$ cat config.mk
export PLATFORM = sky130hd
export DESIGN_NAME = agc_loop
export DESIGN_NICKNAME = d
export VERILOG_FILES = /design/src/rtl/agc_pkg.sv /design/src/rtl/agc_cfg_regs.sv /design/src/rtl/agc_error_path.sv /design/src/rtl/agc_lock_fsm.sv /design/src/rtl/agc_sigma_delta.sv /design/src/rtl/agc_loop.sv
export SDC_FILE = /design/constraint.sdc
export NUM_CORES = 1
export LEC_CHECK = 0
export BUFFER_PORTS_ARGS = -buffer_cell sky130_fd_sc_hd__buf_2
export CORE_MARGIN = 4
export CORE_UTILIZATION = 35
export DETAILED_ROUTE_END_ITERATION = 8
export GPL_ROUTABILITY_DRIVEN = 0
export HOLD_SLACK_MARGIN = 0.1
export PLACE_DENSITY_LB_ADDON = 0.15
export SLEW_MARGIN = 25
export SYNTH_ARGS = -nofsm -noshare
export SYNTH_HDL_FRONTEND = slang
export SYNTH_SLANG_ARGS = --single-unit
$ cat constraint.sdc
create_clock -name clk -period 8.8 [get_ports clk]
set_input_delay 1.32 -clock clk [delete_from_list [all_inputs] [get_ports clk]]
set_output_delay 1.32 -clock clk [all_outputs]
set_load 0.005 [all_outputs]
$ cat src/rtl/agc_pkg.sv
package agc_pkg;

    typedef enum logic {
        ST_ACQUIRE = 1'b0,
        ST_TRACK   = 1'b1
    } agc_state_e;

    localparam int CFG_AW = 3;

    localparam logic [CFG_AW-1:0] CFG_TARGET  = 3'd0;
    localparam logic [CFG_AW-1:0] CFG_SHIFTS  = 3'd1;
    localparam logic [CFG_AW-1:0] CFG_LOCKTH  = 3'd2;
    localparam logic [CFG_AW-1:0] CFG_SLIPTH  = 3'd3;
    localparam logic [CFG_AW-1:0] CFG_DWELL   = 3'd4;
    localparam logic [CFG_AW-1:0] CFG_GAIN    = 3'd5;

endpackage

$ cat src/rtl/agc_cfg_regs.sv
module agc_cfg_regs
    import agc_pkg::*;
#(
    parameter int SAMPLE_W  = 10,
    parameter int SHIFT_W   = 4,
    parameter int DWELL_W   = 16,
    parameter int GAIN_W    = 12,
    parameter int CFG_DW    = 16,
    parameter int TGT_RST   = 256,
    parameter int ACQ_RST   = 2,
    parameter int TRK_RST   = 6,
    parameter int LTH_RST   = 16,
    parameter int STH_RST   = 64,
    parameter int DWL_RST   = 8
) (
    input  logic                clk,
    input  logic                rst_n,
    input  logic                cfg_we,
    input  logic [CFG_AW-1:0]   cfg_addr,
    input  logic [CFG_DW-1:0]   cfg_wdata,
    input  logic [GAIN_W-1:0]   gain,
    output logic [SAMPLE_W-1:0] target_lvl,
    output logic [SHIFT_W-1:0]  acq_shift,
    output logic [SHIFT_W-1:0]  trk_shift,
    output logic [SAMPLE_W-1:0] lock_thr,
    output logic [SAMPLE_W-1:0] slip_thr,
    output logic [DWELL_W-1:0]  dwell,
    output logic [CFG_DW-1:0]   cfg_rdata
);

    logic [SAMPLE_W-1:0] tgt_q, lth_q, sth_q;
    logic [SHIFT_W-1:0]  acq_q, trk_q;
    logic [DWELL_W-1:0]  dwl_q;

    always_ff @(posedge clk) begin
        if (!rst_n) begin
            tgt_q <= SAMPLE_W'(TGT_RST);
            acq_q <= SHIFT_W'(ACQ_RST);
            trk_q <= SHIFT_W'(TRK_RST);
            lth_q <= SAMPLE_W'(LTH_RST);
            sth_q <= SAMPLE_W'(STH_RST);
            dwl_q <= DWELL_W'(DWL_RST);
        end else if (cfg_we) begin
            case (cfg_addr)
                CFG_TARGET: tgt_q <= cfg_wdata[SAMPLE_W-1:0];
                CFG_SHIFTS: begin
                    acq_q <= cfg_wdata[SHIFT_W-1:0];
                    trk_q <= cfg_wdata[2*SHIFT_W-1:SHIFT_W];
                end
                CFG_LOCKTH: lth_q <= cfg_wdata[SAMPLE_W-1:0];
                CFG_SLIPTH: sth_q <= cfg_wdata[SAMPLE_W-1:0];
                CFG_DWELL:  dwl_q <= cfg_wdata[DWELL_W-1:0];
                default: ;
            endcase
        end
    end

    always_comb begin
        cfg_rdata = '0;
        case (cfg_addr)
            CFG_TARGET: cfg_rdata[SAMPLE_W-1:0] = tgt_q;
            CFG_SHIFTS: begin
                cfg_rdata[SHIFT_W-1:0]         = acq_q;
                cfg_rdata[2*SHIFT_W-1:SHIFT_W] = trk_q;
            end
            CFG_LOCKTH: cfg_rdata[SAMPLE_W-1:0] = lth_q;
            CFG_SLIPTH: cfg_rdata[SAMPLE_W-1:0] = sth_q;
            CFG_DWELL:  cfg_rdata[DWELL_W-1:0]  = dwl_q;
            CFG_GAIN:   cfg_rdata[GAIN_W-1:0]   = gain;
            default:    cfg_rdata = '0;
        endcase
    end

    assign target_lvl = tgt_q;
    assign acq_shift  = acq_q;
    assign trk_shift  = trk_q;
    assign lock_thr   = lth_q;
    assign slip_thr   = sth_q;
    assign dwell      = dwl_q;

    // a write aimed at the gain address leaves every register alone
    p_gain_ro_r11: assert property (@(posedge clk) disable iff (!rst_n)
        (cfg_we && cfg_addr == CFG_GAIN) |=>
            ($stable(tgt_q) && $stable(acq_q) && $stable(trk_q) &&
             $stable(lth_q) && $stable(sth_q) && $stable(dwl_q)));

endmodule

$ cat src/rtl/agc_error_path.sv
module agc_error_path #(
    parameter int SAMPLE_W = 10,
    parameter int SHIFT_W  = 4,
    parameter int GAIN_W   = 12
) (
    input  logic                       clk,
    input  logic                       rst_n,
    input  logic                       samp_valid,
    input  logic signed [SAMPLE_W-1:0] samp_data,
    input  logic [SAMPLE_W-1:0]        target_lvl,
    input  logic [SHIFT_W-1:0]         shift_amt,
    output logic [SAMPLE_W:0]          err_abs,
    output logic [GAIN_W-1:0]          gain
);

    localparam int ERR_W = SAMPLE_W + 1;
    localparam int SUM_W = ((GAIN_W > ERR_W) ? GAIN_W : ERR_W) + 2;
    localparam logic [GAIN_W-1:0]      GAIN_MID   = GAIN_W'(1) << (GAIN_W - 1);
    localparam logic [GAIN_W-1:0]      GAIN_TOP   = {GAIN_W{1'b1}};
    localparam logic signed [SUM_W-1:0] GAIN_TOP_S = SUM_W'((1 << GAIN_W) - 1);

    logic [SAMPLE_W-1:0]     mag;
    logic signed [ERR_W-1:0] err, err_neg, err_scaled;
    logic signed [SUM_W-1:0] scaled_ext, gain_ext, sum;
    logic [GAIN_W-1:0]       gain_q, gain_d;

    // Unsigned magnitude: -2^(N-1) maps onto 2^(N-1) without folding
    always_comb begin
        if (samp_data[SAMPLE_W-1]) mag = ~samp_data + 1'b1;
        else                       mag = samp_data;
    end

    always_comb begin
        err        = $signed({1'b0, target_lvl}) - $signed({1'b0, mag});
        err_neg    = -err;
        err_abs    = err[ERR_W-1] ? err_neg : err;
        err_scaled = err >>> shift_amt;
        scaled_ext = SUM_W'(err_scaled);
        gain_ext   = $signed({{(SUM_W-GAIN_W){1'b0}}, gain_q});
        sum        = gain_ext + scaled_ext;
    end

    // Saturating integrator
    always_comb begin
        if (sum < 0)               gain_d = '0;
        else if (sum > GAIN_TOP_S) gain_d = GAIN_TOP;
        else                       gain_d = sum[GAIN_W-1:0];
    end

    always_ff @(posedge clk) begin
        if (!rst_n)          gain_q <= GAIN_MID;
        else if (samp_valid) gain_q <= gain_d;
    end

    assign gain = gain_q;

    // no sample, no gain movement
    p_gain_hold_r3: assert property (@(posedge clk) disable iff (!rst_n)
        !samp_valid |=> $stable(gain_q));

    // pushing further up from full scale stays at full scale
    p_sat_high_r5: assert property (@(posedge clk) disable iff (!rst_n)
        (samp_valid && gain_q == GAIN_TOP && err_scaled >= 0) |=> gain_q == GAIN_TOP);

    // pushing further down from zero stays at zero
    p_sat_low_r5: assert property (@(posedge clk) disable iff (!rst_n)
        (samp_valid && gain_q == '0 && err_scaled <= 0) |=> gain_q == '0);

endmodule

$ cat src/rtl/agc_lock_fsm.sv
module agc_lock_fsm
    import agc_pkg::*;
#(
    parameter int SAMPLE_W = 10,
    parameter int DWELL_W  = 16
) (
    input  logic                clk,
    input  logic                rst_n,
    input  logic                samp_valid,
    input  logic                restart,
    input  logic [SAMPLE_W:0]   err_abs,
    input  logic [SAMPLE_W-1:0] lock_thr,
    input  logic [SAMPLE_W-1:0] slip_thr,
    input  logic [DWELL_W-1:0]  dwell,
    output logic                locked
);

    agc_state_e         state_q, state_d;
    logic [DWELL_W-1:0] cnt_q, cnt_d;
    logic [DWELL_W:0]   cnt_inc;
    logic               inside_win, outside_win, qualify, dwell_hit;

    always_comb begin
        inside_win  = err_abs < {1'b0, lock_thr};
        outside_win = err_abs > {1'b0, slip_thr};
        cnt_inc     = {1'b0, cnt_q} + 1'b1;
        dwell_hit   = cnt_inc >= {1'b0, dwell};
    end

    // Next state and dwell counter
    always_comb begin
        state_d = state_q;
        cnt_d   = cnt_q;
        qualify = 1'b0;
        unique case (state_q)
            ST_ACQUIRE: qualify = inside_win;
            ST_TRACK:   qualify = outside_win;
        endcase
        if (restart) begin
            // T_RESTART
            state_d = ST_ACQUIRE;
            cnt_d   = '0;
        end else if (samp_valid) begin
            if (!qualify) begin
                cnt_d = '0;
            end else if (dwell_hit) begin
                cnt_d = '0;
                unique case (state_q)
                    ST_ACQUIRE: state_d = ST_TRACK;    // T_SETTLE
                    ST_TRACK:   state_d = ST_ACQUIRE;  // T_SLIP
                endcase
            end else begin
                cnt_d = cnt_inc[DWELL_W-1:0];
            end
        end
    end

    // State register
    always_ff @(posedge clk) begin
        if (!rst_n) begin
            state_q <= ST_ACQUIRE;
            cnt_q   <= '0;
        end else begin
            state_q <= state_d;
            cnt_q   <= cnt_d;
        end
    end

    // Outputs
    always_comb begin
        locked = (state_q == ST_TRACK);
    end

    // lock only rises after an in-window sample
    p_lock_entry_r6: assert property (@(posedge clk) disable iff (!rst_n)
        $rose(locked) |-> $past(samp_valid && inside_win && !restart));

    // lock only falls on restart or an out-of-window sample
    p_lock_exit_r7: assert property (@(posedge clk) disable iff (!rst_n)
        $fell(locked) |-> $past(restart || (samp_valid && outside_win)));

    // restart always clears lock
    p_restart_unlock_r8: assert property (@(posedge clk) disable iff (!rst_n)
        restart |=> !locked);

endmodule

$ cat src/rtl/agc_sigma_delta.sv
module agc_sigma_delta #(
    parameter int GAIN_W = 12
) (
    input  logic              clk,
    input  logic              rst_n,
    input  logic [GAIN_W-1:0] gain,
    output logic              sd_bit
);

    logic [GAIN_W-1:0] acc_q;
    logic [GAIN_W:0]   acc_sum;
    logic              sd_q;

    always_comb begin
        acc_sum = {1'b0, acc_q} + {1'b0, gain};
    end

    always_ff @(posedge clk) begin
        if (!rst_n) begin
            acc_q <= '0;
            sd_q  <= 1'b0;
        end else begin
            acc_q <= acc_sum[GAIN_W-1:0];
            sd_q  <= acc_sum[GAIN_W];
        end
    end

    assign sd_bit = sd_q;

    // zero gain gives no pulses
    p_sd_silent_r9: assert property (@(posedge clk) disable iff (!rst_n)
        (gain == '0) |=> !sd_bit);

endmodule

$ cat src/rtl/agc_loop.sv
module agc_loop
    import agc_pkg::*;
#(
    parameter int SAMPLE_W = 10,
    parameter int SHIFT_W  = 4,
    parameter int DWELL_W  = 16,
    parameter int GAIN_W   = 12,
    parameter int CFG_DW   = 16
) (
    input  logic                       clk,
    input  logic                       rst_n,
    input  logic                       samp_valid,
    input  logic signed [SAMPLE_W-1:0] samp_data,
    input  logic                       restart,
    input  logic                       cfg_we,
    input  logic [CFG_AW-1:0]          cfg_addr,
    input  logic [CFG_DW-1:0]          cfg_wdata,
    output logic [CFG_DW-1:0]          cfg_rdata,
    output logic                       sd_out,
    output logic                       agc_locked
);

    logic [SAMPLE_W-1:0] target_lvl, lock_thr, slip_thr;
    logic [SHIFT_W-1:0]  acq_shift, trk_shift, shift_sel;
    logic [DWELL_W-1:0]  dwell;
    logic [SAMPLE_W:0]   err_abs;
    logic [GAIN_W-1:0]   gain;
    logic                locked;

    agc_cfg_regs #(
        .SAMPLE_W(SAMPLE_W), .SHIFT_W(SHIFT_W), .DWELL_W(DWELL_W),
        .GAIN_W(GAIN_W), .CFG_DW(CFG_DW)
    ) u_regs (
        .clk(clk), .rst_n(rst_n), .cfg_we(cfg_we), .cfg_addr(cfg_addr),
        .cfg_wdata(cfg_wdata), .gain(gain), .target_lvl(target_lvl),
        .acq_shift(acq_shift), .trk_shift(trk_shift), .lock_thr(lock_thr),
        .slip_thr(slip_thr), .dwell(dwell), .cfg_rdata(cfg_rdata)
    );

    // Bandwidth select follows the lock state
    assign shift_sel = locked ? trk_shift : acq_shift;

    agc_error_path #(
        .SAMPLE_W(SAMPLE_W), .SHIFT_W(SHIFT_W), .GAIN_W(GAIN_W)
    ) u_err (
        .clk(clk), .rst_n(rst_n), .samp_valid(samp_valid), .samp_data(samp_data),
        .target_lvl(target_lvl), .shift_amt(shift_sel), .err_abs(err_abs), .gain(gain)
    );

    agc_lock_fsm #(
        .SAMPLE_W(SAMPLE_W), .DWELL_W(DWELL_W)
    ) u_fsm (
        .clk(clk), .rst_n(rst_n), .samp_valid(samp_valid), .restart(restart),
        .err_abs(err_abs), .lock_thr(lock_thr), .slip_thr(slip_thr),
        .dwell(dwell), .locked(locked)
    );

    agc_sigma_delta #(
        .GAIN_W(GAIN_W)
    ) u_sd (
        .clk(clk), .rst_n(rst_n), .gain(gain), .sd_bit(sd_out)
    );

    assign agc_locked = locked;

    // restart without a sample keeps the gain
    p_restart_keeps_gain_r8: assert property (@(posedge clk) disable iff (!rst_n)
        (restart && !samp_valid) |=> $stable(gain));

endmodule

### After elaboration in Yosys (flattened, before gate mapping)

Index checks and enable logic that the tools add are counted.

* bits in registers: 96

* bitwise gates (word level): 3
* order comparisons: 5
* reduce and logical (&&, ||, !) cells: 8
* shifts and indexed selects: 1
* muxes and demuxes: 13
* equal/unequal tests: 5
* $add $sub $neg: 6

Operator list (number)
* one-hot mux 8 bit (6 select lines): 1
* two-way mux 16 bit: 2
* two-way mux 12 bit: 2
* adder 16 x 1 -> 17 bit, second input constant: 1
* >= comparator 17 x 16 -> 1 bit: 1
* adder 13 x 11 -> 14 bit: 1
* greater-than comparator 14 x 13 -> 1 bit, second input constant: 1
* less-than comparator 14 x 1 -> 1 bit, second input constant: 1
* adder 12 x 12 -> 13 bit: 1
* greater-than comparator 11 x 10 -> 1 bit: 1
* less-than comparator 11 x 10 -> 1 bit: 1
* two-way mux 11 bit: 1
* negation 11 bit: 1
* >>> shifter 11 x 4 -> 11 bit: 1
* subtractor 10 x 10 -> 11 bit: 1
* adder 10 x 1 -> 10 bit, second input constant: 1
* two-way mux 10 bit: 1
* NOT 10 bit: 1
* one-hot mux 2 bit (5 select lines): 1
* AND reduction 2 bit: 5
* two-way mux 4 bit: 2
* equality test 3 x 2 -> 1 bit, second input constant: 2
* equality test 3 bit, second input constant: 2
* one-hot mux 1 bit (2 select lines): 2
* 6 further kinds: 7

### Longest topological paths before layout

Gate-level depths: netlist (run 1).

* word-level depth: 9
* depth in mapped cells: 26

### Cells and area by module

From an unflattened synthesis (run 1), not the netlist that was laid out.

* cells, all modules: 937
* area, all modules: 7684.9 um2

By module, submodules not included
* agc_cfg_regs: area each 2691.3 um2, seq. area each 1081.0 um2, cells each 311, times used 1
* agc_error_path: area each 2322.2 um2, seq. area each 240.2 um2, cells each 310, times used 1
* agc_lock_fsm: area each 1826.8 um2, seq. area each 340.3 um2, cells each 230, times used 1
* agc_sigma_delta: area each 799.5 um2, seq. area each 260.2 um2, cells each 82, times used 1
* agc_loop: area each 45.0 um2, seq. area each 0.0 um2, cells each 4, times used 1

### Worst setup path after synthesis (run 1)

No wires, ideal clock.

* path kind: in2reg
* from: in samp_data[5]
* to: reg u_err.gain_q[1] (netlist: u_err.gain[1])
* stages on the path: 21
* setup time: 0.115 ns
* arrival: 6.385 ns
* setup slack: 2.300 ns
* cell sequence: or4_1 -> or4_1 -> ha_1 -> nor4b_1 -> a2111oi_0 -> o311ai_2 -> mux2_2 -> a21oi_1 -> nor2_1 -> o32a_1 -> ha_1 -> fa_1 -> a21oi_1 -> o22ai_1 -> o2111a_1 -> nor2_1 -> nor3_1 -> mux2i_1 -> clkbuf_1 -> a21oi_1 -> o21a_1

* word-level cells in the longest chain between the ends: 9
* elaborated cells on any way between the ends: 10
* those cells by class: add/sub (3); order compare (2); shift (1); mux (3); bitwise (1)

Ends and longest elaborated chain
* from (decl): line agc_loop.sv:13 `input logic signed [SAMPLE_W-1:0] samp_data,`
* NOT 10 bit: line agc_error_path.sv:29 `if (samp_data[SAMPLE_W-1]) mag = ~samp_data + 1'b1;`
* adder 10 x 1 -> 10 bit: line agc_error_path.sv:29
* two-way mux 10 bit (*): line agc_error_path.sv:29
* subtractor 10 x 10 -> 11 bit (*): line agc_error_path.sv:34 `err = $signed({1'b0, target_lvl}) - $signed({1'b0, mag});`
* >>> shifter 11 x 4 -> 11 bit (*): line agc_error_path.sv:37 `err_scaled = err >>> shift_amt;`
* adder 13 x 11 -> 14 bit (*): line agc_error_path.sv:40 `sum = gain_ext + scaled_ext;`
* greater-than comparator 14 x 13 -> 1 bit: line agc_error_path.sv:46 `else if (sum > GAIN_TOP_S) gain_d = GAIN_TOP;`
* two-way mux 12 bit: line agc_error_path.sv:46
* two-way mux 12 bit (*): line agc_error_path.sv:45 `if (sum < 0) gain_d = '0;`
* to (signal assigned): line agc_error_path.sv:52 `else if (samp_valid) gain_q <= gain_d;`
* to (decl): line agc_error_path.sv:25 `logic [GAIN_W-1:0] gain_q, gain_d;`

Mark *: on every way between the ends. The rest lies on a longest branch, timed or not.
A chain may end at the register's enable or synchronous reset.

### Worst setup path after layout (run 1)

* from: in samp_data[5]
* to: reg u_err.gain_q[7] (netlist: u_err.gain[7])

Same word-level chain as after synthesis.

==> impl.org, run 1 <==
** Power
- For this design the ratio of total power to cell area is 172 nW/um^2.
- IR analysis of the VDD net gives a maximum drop of 0.0760 mV.
- Leakage component of the power :: 3.44 nW
- The design draws 0.00143 W.

** Timing
- Adding up every negative setup slack in the final design gives 0 ns.
- On the final layout, the worst clock skew is 0.00931 ns.
- Post-route setup slack :: 1.64 ns
- Final count of hold timing violations :: 0
- Tightest Pin Transition :: 1.03 ns
- The worst pin sits at a relative slew slack of 0.294.
- The total count of max-transition violations in the final report was 0.
- Max Fclk :: 140 MHz
- The smallest clock period supported by the final layout is computed as 7.16 ns.
- Setup violations remaining at the end of the flow were counted as 0.
- Final Cycle Share :: 0.813
- Setup repair after global routing left no endpoint under its margin.
- Hold timing on the final database bottoms out at a slack of 0.455 ns.

** Worst setup path
- STA classifies the critical path endpoint as a flop.
- In this run the worst path has a maximum fanout of 12.
- Crit path buffers/inverters :: 1
- Library cell contributing the largest single delay on the critical path :: mux2i_1
- The largest single stage delay on the critical path is 0.81 ns.
- At the worst endpoint, the arrival time is 7.41 ns.
- STA puts the critical path data required time at 9.05 ns.
- Sort of element at the start of the critical path :: input port
- Delay-heaviest family, CP :: compound AO/OA/AOI/OAI gates
- Traced cell by cell, the critical path runs through buf_2 > or4_1 > or4_1 > ha_1 > nor4b_1 > a2111oi_0 > o311ai_2 > mux2_2 > a21oi_1 > nor2_1 > o32a_1 > ha_1 > fa_1 > a21oi_1 > o22ai_1 > o2111a_1 > nor2_1 > nor3_1 > mux2i_1 > a211oi_1 > a31o_1.
- CP Class :: in -> reg
- Flop2flop setup slack :: 3.21 ns

** Route
- The final route contains 7217 vias.
- DRC errors left :: 0
- After the first detailed-routing iteration, the DRC count stood at 454.
- Vias per cell :: 5.44
- Number of nets with antenna violations after detailed routing :: 0
- Routed length per instance :: 17.5 um
- Wirelength, routed :: 23200 um
- For this run, the detailed router's first-pass iteration total came to 5.

** Synth
- Post-synthesis register bit count :: 96
- Mux contribution to synthesized area :: 0.0378
- Fraction of the yosys area taken by sequential cells :: 0.254
- The synthesized netlist contains 64 unique library cells.
- Synthesis produced a netlist with a net count of 1140.
- Syn Inst Count :: 1028
- Summing every instance area after synthesis gives 7580 um^2.
- Main combinational cell family by area after synthesis :: simple AND/OR/NAND/NOR gates
- Proportion of netlist area held by the largest area contributor :: 0.254
- Count of flip-flops with a built-in enable after synthesis :: 0
- Yosys printed 0 warnings.
- Cell accounting for the most synthesized area :: dfxtp_1
- Synth Area per Inst :: 7.37 um^2
- The synthesized-area fraction occupied by ao, oa, aoi and oai cells came to 0.217.
- By area the synthesized netlist is led by dfxtp_1, ha_1, nand2_1, a21oi_1, inv_1.
- Adder-cell share of the synthesized area :: 0.132
- Among all flip-flop cells after synthesis, the most frequent one is dfxtp_1.
- Parity-gate share of the synthesized area counting xor and xnor cells :: 0.0634
- Share of async-settable or async-resettable flops after synthesis :: 0
- Of the total synthesized cell area, the portion taken by AND, OR, NAND and NOR gates is 0.237.

** Die
- Total Die Area :: 24100 um^2
- The die is 155 um tall.
- Core area :: 21200 um^2
- The initialized floorplan defines 53 standard-cell rows.
- The initial utilization of the core area, before any placement, comes to 0.358.
- Width of the die :: 155 um
- Top-level port count :: 52

** GRT
- First-pass GRT wire length :: 36900 um
- Gr ovfl total :: 0
- In the global route stage, met3 resource usage came out at 0.0248.
- In the global route stage, overall resource usage came out at 0.193.
- In the global route stage, met2 resource usage came out at 0.305.
- Entering global routing, the biggest net connects 73 pins.
- The initial antenna violation count came to 0.
- The via count of the first global-routing pass is 6720.
- Grt peak-use layer :: met2
- Fraction of met1 tracks used by global routing :: 0.278

** Clocking
- The cell sitting at the root of the clock tree is a clkbuf_16.
- CTS saw 96 sinks.
- Counting the buffers created by CTS gives 9.
- The clock passes through at most 2 buffers.
- At the later pin of the worst-skew pair, clock insertion delay measures 0.36 ns.
- Hold repair after CTS inserted 0 buffers.
- Gates resized during post-CTS repair numbered 0.
- CTS built an H-tree with a depth of 3.
- TritonCTS built the clock tree.
- In this run the post-CTS setup repair buffer count came out at 0.
- Clock Pin Slew Worst Setup and Hold Paths :: 0.07 ns

** Placed design
- Summed over all nets, the half-perimeter wirelength after detailed placement is 17300 um.
- Before CTS, the worst setup slack after placement is 1.33 ns.
- Input and output buffers added on the ports amount to 51.

** Job
- Max-cap check violation count :: 0

** Outcome
- Outcome :: finished, final reports clean

** Finish
- Synthesis-to-layout area growth :: 9.72%
- Fraction of final layout cells with drive strength greater than 1 :: 0.0827
- Number of inserted diodes :: 0
- The final layout contains 1159 nets.

** Min path
- The tightest min-delay check is of the reg -> reg type.
cell type report:
type / count / area (um^2)
inverter: 70 / 263
clock buffer: 12 / 256
multi-input combinational: 815 / 5220
clock inverter: 4 / 27.5
tap: 275 / 344
sequential: 96 / 1920
timing repair buffer: 55 / 285
fill: 2270 / 12800
worst min-delay path, cell delays in order, from the launching register on:
cell	delay, ns
dfxtp_1	0.31
nand2_1	0.05
a21oi_1	0.05
worst paths after layout:
kind	cells after the start	endpoint	startpoint
max	21	u_err.gain[7]	samp_data[5]
max reg2reg	21	u_err.gain[7]	u_regs.target_lvl[0]
min	2	u_regs.lock_thr[3]	u_regs.lock_thr[3]
min reg2reg	2	u_regs.lock_thr[3]	u_regs.lock_thr[3]
per-layer routing:
| layer | up-vias | share of wire | wire [um] |
|---|---|---|---|
| li1 | 3643 | - | - |
| met1 | 3394 | 0.49 | 11400 |
| met2 | 152 | 0.45 | 10500 |
| met3 | 28 | 0.041 | 960 |
| met4 | 0 | 0.015 | 351 |
| met5 | - | 0 | 0 |
state kept, by name, summed over array words and instances, names as in the netlist:
register and flops:
u_fsm.cnt_q 16, u_regs.dwell 16, u_err.gain 12, u_sd.acc_q 12, u_regs.lock_thr 10, u_regs.slip_thr 10
u_regs.target_lvl 10, u_regs.acq_shift 4, u_regs.trk_shift 4, u_fsm.locked 1, u_sd.sd_bit 1
metrics by stage:
step | std cells | instance area [um^2] | utilization
6_report | 1327 | 8320 | 0.393
5_1_grt | 1327 | 8320 | 0.393
4_1_cts | 1327 | 8310 | 0.393
3_3_place_gp | 1311 | 8030 | 0.379
2_1_floorplan | 1028 | 7580 | -
3_5_place_dp | 1311 | 8030 | 0.379
cells in the mapped netlist, drive strengths merged, types with 6 or more instances:
cell / number
a211oi: 9
a21o: 20
a21oi: 104
a22oi: 9
a31oi: 6
and2: 7
and3: 8
buf: 8
clkbuf: 39
dfxtp: 96
ha: 75
inv: 70
mux2i: 23
nand2: 189
nand2b: 10
nand3: 37
nand4: 9
nor2: 54
nor2b: 16
nor3: 31
o211ai: 22
o21a: 7
o21ai: 40
or3: 18
xnor2: 27
xor2: 27
cells by family (layout without fill, tap and decap cells):
group,after synthesis,count (layout)
adders and majority gates,78,78
buffers and inverters,117,141
DFF,96,96
and+or+nand+nor,394,394
muxes,28,28
AOI/OAI and AO/OA,261,261
xor gates and xnor gates,54,54
cells in the final DEF (no fill, tap or decap), types with 6 or more instances in the layout:
master     count
nand3_1       36
inv_1         67
a211oi_1       9
xnor2_1       26
nand2b_1      10
a31oi_1        6
nor2_1        53
xor2_1        27
dfxtp_1       96
buf_2         51
nand2_1      189
and2_1         7
a21o_1        20
o21a_1         6
a21oi_1      104
nor2b_1       16
or3_1         17
o21ai_1       11
nor3_1        31
ha_1          75
nand4_1        9
clkbuf_16      9
a22oi_1        9
o211ai_1      22
mux2i_1       23
o21ai_0       29
and3_1         8
power breakdown:
| part | leakage, nW | internal [W] | total (W) | switching, W |
|---|---|---|---|---|
| registers | 0.779 | 0.000465 | 0.000499 | 0.0000335 |
| clock network | 0.143 | 0.000208 | 0.000389 | 0.000181 |
| logic | 2.52 | 0.000213 | 0.000544 | 0.000331 |
Note: power is estimated with default switching activity, not from simulation.
==> run 2, diff against run 1 <==
clock period = 5.85 ns   (was 8.8 ns; I/O delays follow)
==> impl.org, run 2 (same netlist as run 1, synthesis figures left out) <==
** Worst setup path
- Among all stages on the critical path, the largest delay is contributed by or4_1.
- For the worst setup path, the data required time is 6.10 ns.
- Of all nets on the critical path, the largest fanout is 7.
- The worst setup path is launched from an input port.
- In this run the critical register-to-register path is captured at u_err.gain[7].
- Delay-heaviest family, CP :: compound AO/OA/AOI/OAI gates
- Beginning of the critical path :: samp_data[5]
- The worst setup path is captured at a flop.
- Cell-by-cell listing of the critical path :: buf_2 > or4_1 > or4_4 > ha_4 > nor2b_1 > a2111oi_2 > o311ai_2 > mux2_2 > a21oi_2 > nor2_1 > o32a_1 > ha_1 > fa_1 > a21oi_2 > o22ai_1 > o2111a_1 > nor2_1 > nor3_1 > mux2i_1 > buf_4 > a211oi_1 > a31o_1
- Depth of the worst register-to-register path :: 21
- Worst EP arrival :: 5.81 ns
- Critical path's largest stage delay :: 0.56 ns
- The number of buffers and inverters on the critical path is 2.
- Setup slack on the worst reg-to-reg path comes out at 1.01 ns.
- CP Class :: in -> reg
- In this run the critical register-to-register path is launched from u_regs.target_lvl[0].

** Job
- Max-cap check violation count :: 0

** Timing
- The number of endpoints with negative hold slack in the final report is 0.
- Number of endpoints failing setup at the final stage :: 0
- Final Cycle Share :: 0.951
- Setup total negative slack on the finished layout was measured at 0 ns.
- Counting I/O delays and the setup requirement, the final critical path takes 5.56 ns.
- Skew final :: 0.00840 ns
- At the pin with the least slew margin, the transition time is 0.915 ns.
- Slew Viols, Final :: 0
- Headroom to the max-slew limit came out at 0.390.
- Static timing analysis puts the maximum clock frequency at 180 MHz.
- Unrepaired setup endpoints after global routing :: no

** Clocking
- TritonCTS built the clock tree.
- Root cell of the clock tree :: clkbuf_16
- The later pin in the worst-skew pair is clocked with a latency of 0.36 ns.
- Total CTS buffers :: 9
- Clock-pin slew was measured on the worst setup and hold paths at 0.07 ns.
- The clock net in this run drives a total of 96 sinks.
- The clock passes through at most 2 buffers.
- In this run the post-CTS setup repair buffer count came out at 0.
- CTS Hold Bufs :: 0
- The H-tree was split into 3 levels.

** Route
- In the final routed layout, each cell accounts on average for 16.9 um.
- Iter 0 DRT Violations :: 554
- In the routed layout, each cell is associated on average with a via count of 5.31.
- The final route contains 7308 vias.
- Summed over all nets, wire length on met2 after detailed routing comes to 10700 um.
- DR WL met3 :: 1010 um
- Wirelength, routed :: 23200 um
- DRC errors left :: 0
- Top layer used by detailed routing :: met4
- Number of nets with antenna violations after detailed routing :: 0
- Detailed Routing Iterations Pass 1 :: 5
- Routed length on met1 :: 11300 um

** Die
- The floorplan step set the die height to 155 um.
- The die is 155 um wide.
- After floorplanning, the core was divided into 53 placement rows.
- Total Die Area :: 24100 um^2
- For this configuration, the core starts out at a cell density of 0.358.
- Top-level port count :: 52
- In this run the standard cell core region covers 21200 um^2.

** Min path
- In this run the most critical hold path is launched from u_regs.dwell[15].
- The worst hold path terminates at u_regs.dwell[15].
- Class of the most critical hold timing path :: reg -> reg
- Number of stages on the worst hold path :: 2

** Power
- Peak supply drop :: 0.120 mV
- Summed over all cells, the static leakage comes to 3.69 nW.
- In this run the power density over the cells is 260 nW/um^2.

** GRT
- Total track usage :: 0.192
- Gr ovfl total :: 0
- Entering global routing, the biggest net connects 72 pins.
- The via count of the first global-routing pass was 6821.
- The first global-routing pass estimated 36800 um of wire.
- The initial antenna violation count came to 0.

** Finish
- After the last flow step, the layout net total stands at 1208.
- Seq. cell area :: 1920 um^2
- Fin area :: 8740 um^2
- In the layout the commonest cells are nand2_1, a21oi_1, dfxtp_1.
- Leading cell type in the layout, fill and taps excluded :: nand2_1
- The repair_antennas step left the layout with diodes totalling 0.
- In the final layout, the share of cells above drive strength 1 is 0.131.
- Total area of multi-input combinational cells :: 5260 um^2
- The layout has 2179 filler cells.
- Synthesis-to-layout area growth :: 15.4%

** Placed design
- In this run the cell area measured after placement is 8410 um^2.
- Port Buffer Count :: 51
- Detailed placement HPWL :: 17600 um

** Outcome
- The flow ran to the end, and the final reports show no timing, DRC or antenna violations.
run 2: cell count changes in the layout (fill, tap and decap cells not counted), sizes merged:
cell / delta
buf: +49
clkbuf: -2
clkinvlp: +2
bufinv: +1
inv: -1
run 2: how the worst max path moves through the flow:
stage                                 to  slack [ns]  depth (start not counted)
after floorplan            u_err.gain[1]        0.02                         21
after detailed placement   u_err.gain[7]       -0.40                         22
after CTS                  u_err.gain[5]        0.08                         22
final                      u_err.gain[7]        0.29                         22
after global routing      u_err.gain[11]       0.002                         25
after global placement     u_err.gain[7]       -0.28                         22
run 2: metrics by stage:
stage | setup slack [ns] | cells | util | hold WS, ns | power [W]
floorplan | 0.0217 | 1028 | - | 0.436 | 0.00136
global placement | -0.276 | 1360 | 0.398 | 0.443 | 0.00168
detailed placement | -0.401 | 1360 | 0.398 | 0.447 | 0.00168
CTS | 0.0762 | 1376 | 0.412 | 0.457 | 0.00228
global route | 0.00156 | 1376 | 0.413 | 0.477 | 0.00242
finish | 0.288 | 1376 | 0.413 | 0.456 | 0.00227
run 2: routing by layer:
layer	vias to the layer above	GRT usage
li1	3749	-
met1	3403	0.276
met2	138	0.307
met3	18	0.0245
met4	0	0.0475
met5	-	0
run 2: cell type report:
type | instances | share of cell area
Clock inverter | 6 | 0.00687
Tap cell | 275 | 0.0394
Sequential cell | 96 | 0.220
Clock buffer | 10 | 0.0262
Inverter | 70 | 0.0301
Timing Repair Buffer | 104 | 0.0761
Multi-Input combinational cell | 815 | 0.602
run 2: worst reg2reg max path: cells and delay by family, from the launching register on:
family / cells / cell delay, ns
compound gates: 10 / 2.02
fa+ha+maj: 3 / 0.90
mux: 3 / 0.73
flops: 1 / 0.40
buf+inv: 2 / 0.26
simple gates: 2 / 0.25
xor+xnor: 1 / 0.15
run 2: report_power, final:
part	internal, W	total (W)	switching (W)	leakage [nW]
combinational	0.000409	0.000926	0.000517	2.77
sequential	0.000700	0.000749	0.0000493	0.779
clock	0.000330	0.000598	0.000268	0.138
total	0.00144	0.00227	0.000834	3.69
run 2: timing repair:
item                                    4_1_cts  5_1_grt
resized for setup                             1        7
endpoints found under the setup margin       11       12
pin swaps                                     0        2
endpoints found under the hold margin         0        0
==> run 3, diff against run 2 <==
==> constraint.sdc (replaced) <==
create_clock -name clk -period 5.85 [get_ports clk]
set_input_delay 1.17 -clock clk [delete_from_list [all_inputs] [get_ports clk]]
set_output_delay 1.17 -clock clk [all_outputs]
set_load 0.005 [all_outputs]
==> impl.org, run 3 (same netlist as run 1, synthesis figures left out) <==
** Timing
- In the finished design, the share of the clock period the worst path needs comes to 0.947.
- Period minus WS final :: 5.54 ns
- Setup violations remaining at the end of the flow were counted as 0.
- Skew final :: 0.00855 ns
- Final count of hold timing violations :: 0
- Based on the critical path, the design can be clocked at up to 180 MHz.
- The total count of max-transition violations in the final report was 0.
- For the pin with the worst max-slew slack, the measured transition is 1.01 ns.
- Final total negative setup slack :: 0 ns
- Post-route setup slack :: 0.307 ns
- The worst pin sits at a relative slew slack of 0.322.

** Finish
- The top cell types in the final layout, fill and taps aside, are nand2_1, a21oi_1, dfxtp_1.
- For this run, the number of standard cells in the final layout without fillers is 1403.
- After the last flow step, the layout net total stands at 1235.
- The layout has 2212 filler cells.
- The number of antenna diodes in the final layout is 0.
- Compared with the post-synthesis result, the final layout area differs by 19.9%.
- The library cell used most frequently in the layout, excluding fill and tap cells, is nand2_1.
- Of the cells placed in the final design, the portion with a size suffix greater than 1 is 0.168.

** GRT
- The via count of the first global-routing pass was 7022.
- In the global route stage, overall resource usage came out at 0.193.
- Entering global routing, the biggest net connects 72 pins.
- The first global-routing pass estimated 37100 um of wire.
- Number of antenna violations at the first check in global routing :: 0
- Gr ovfl total :: 0

** Die
- Width of the die :: 155 um
- 52 I/O pins were placed.
- In this run the vertical extent of the chip is 155 um.
- Initial standard-cell utilization of the core :: 0.358
- The die covers 24100 um^2.
- After floorplanning, the core was sized to cover 21200 um^2.
- Row generation in the floorplan step produced 53 rows.

** Clocking
- The later pin in the worst-skew pair is clocked with a latency of 0.36 ns.
- TritonCTS built the clock tree.
- Total CTS buffers :: 9
- Hold repair after CTS inserted 0 buffers.
- The clock tree synthesis step divided the H-tree into 3 levels.
- Clock-pin slew was measured on the worst setup and hold paths at 0.07 ns.
- Root cell of the clock tree :: clkbuf_16
- Sink count of the clock tree :: 96
- Number of buffers on the longest clock path :: 2

** Worst setup path
- Traced cell by cell, the critical path runs through buf_2 > or4_4 > or4_4 > ha_4 > nor3b_2 > a2111oi_4 > o311ai_2 > mux2_4 > a21oi_4 > nor2_1 > o32a_1 > ha_4 > fa_2 > a21oi_4 > o22ai_2 > o2111a_1 > nor2_1 > nor3_1 > mux2i_1 > buf_4 > a211oi_2 > a31o_1.
- Grouping stages by cell kind, the critical path spends the most delay in compound AO/OA/AOI/OAI gates.
- Endpoint class of the critical path :: flop
- The number of buffers and inverters on the critical path is 2.
- The startpoint identified for the worst register-to-register timing path is u_regs.target_lvl[0].
- Sort of element at the start of the critical path :: input port
- The largest single stage delay on the critical path is 0.55 ns.
- Data on the critical path arrives at its endpoint at 5.80 ns.
- Largest fanout on the critical path :: 6
- By startpoint and endpoint, the worst setup path is classified as in -> reg.
- Counting cells, the worst reg-to-reg path comes to 21.
- Beginning of the critical path :: samp_data[4]
- The slowest stage of the critical path belongs to the cell or4_4.
- Worst EP required :: 6.11 ns
- R2r endpoint :: u_err.gain[7]
- Flop2flop setup slack :: 1.34 ns

** Route
- Wirelength, routed :: 23200 um
- After detailed routing, the average wire length per cell comes to 16.5 um.
- In this run, the number of DRC markers left after iteration 0 of detailed routing was 417.
- The count of nets left with antenna violations once routing finished came out at 0.
- The first detailed-routing pass took 5 iterations.
- Dividing the detail-routed via count by the number of cells gives 5.30.
- DRC errors left :: 0
- Vias after detailed routing :: 7429

** Placed design
- Port Buffer Count :: 51
- Worst Setup Slack post-DPL :: -0.227 ns
- Counting tap cells, the placed design contains a total of 1385 instances.
- Once detailed placement completed, the half-perimeter wirelength came to 17700 um.

** Min path
- Class of the most critical hold timing path :: reg -> reg
- In this run the most critical hold path is launched from u_regs.dwell[15].
- Along the worst hold path, the cell count comes to 2.
- For hold timing, the worst endpoint is u_regs.dwell[15].

** Power
- Leakage component of the power :: 3.83 nW
- Power spread over the standard cell area amounts to 259 nW/um^2.
- Power after layout :: 0.00235 W
- Peak supply drop :: 0.150 mV

** Outcome
- Outcome :: finished, final reports clean

** Job
- Max-cap violations in this run came to 0.
[run 3: changes by cell type in the layout (fill, tap and decap cells not counted), moves of 2 or more]
cell	before	now
a211oi_2	0	2
clkinvlp_4	2	4
buf_4	52	78
a21oi_1	101	97
mux2i_2	0	2
clkinv_2	3	1
a21oi_2	3	5
a21oi_4	0	2
mux2i_1	23	21
a211oi_1	9	7
o31ai_1	5	3
[run 3: worst max path at each step]
stage	to	slack, ns	cells after the start
3_5_place_dp	u_err.gain[7]	-0.23	22
6_report	u_err.gain[7]	0.31	22
3_3_place_gp	u_err.gain[7]	-0.19	22
5_1_grt	u_err.gain[7]	-0.01	26
4_1_cts	u_err.gain[7]	0.13	22
2_1_floorplan	u_err.gain[1]	0.01	21
[run 3: repair_timing]
action	4_1_cts	5_1_grt
endpoints found under the setup margin	0	14
resized for setup	0	28
setup buffers	0	1
[run 3: power by group]
| part | leakage, nW | total, W | internal [W] | switching, W |
|---|---|---|---|---|
| logic | 2.92 | 0.00103 | 0.000478 | 0.000547 |
| registers | 0.779 | 0.000746 | 0.000700 | 0.0000468 |
| clock network | 0.127 | 0.000580 | 0.000301 | 0.000279 |
| total | 3.83 | 0.00235 | 0.00148 | 0.000873 |
[run 3: worst reg2reg max path, stage by stage (launching register included)]
cell and delay (ns):
dfxtp_1 0.37, inv_1 0.06, ha_1 0.20, fa_1 0.40, nor2b_2 0.18, o2111ai_1 0.16, a32oi_1 0.27, xor2_1 0.14
mux2_2 0.31, mux2i_2 0.19, buf_4 0.14, a21oi_1 0.06, o22a_1 0.21, ha_1 0.21, a2111o_1 0.41, o2111a_1 0.26
nor2_1 0.11, nor3_1 0.07, mux2i_1 0.19, buf_4 0.19, a211oi_2 0.07, a31o_1 0.21
[run 3: stage by stage]
| step | hold WS, ns | cell area (um^2) | utilization |
|---|---|---|---|
| CTS | 0.459 | 8940 | 0.422 |
| finish | 0.458 | 9090 | 0.430 |
| floorplan | 0.436 | 7630 | - |
| detailed placement | 0.449 | 8650 | 0.409 |
| global route | 0.474 | 9090 | 0.430 |
| global placement | 0.443 | 8650 | 0.409 |
[run 3: cell type report]
class                      instances  area, um^2  share of cell area
tap                              275         344              0.0379
timing repair buffer             131         881              0.0969
clock buffer                      10         239              0.0263
inverter                          70         263              0.0289
sequential                        96        1920               0.211
multi-input combinational        815        5400               0.594
clock inverter                     6        43.8             0.00482
[run 3: layer usage]
layer	track usage	vias up	share of wire
li1	-	3803	-
met1	0.273	3450	0.49
met2	0.302	144	0.45
met3	0.0278	32	0.038
met4	0.0601	0	0.020
met5	0	-	0
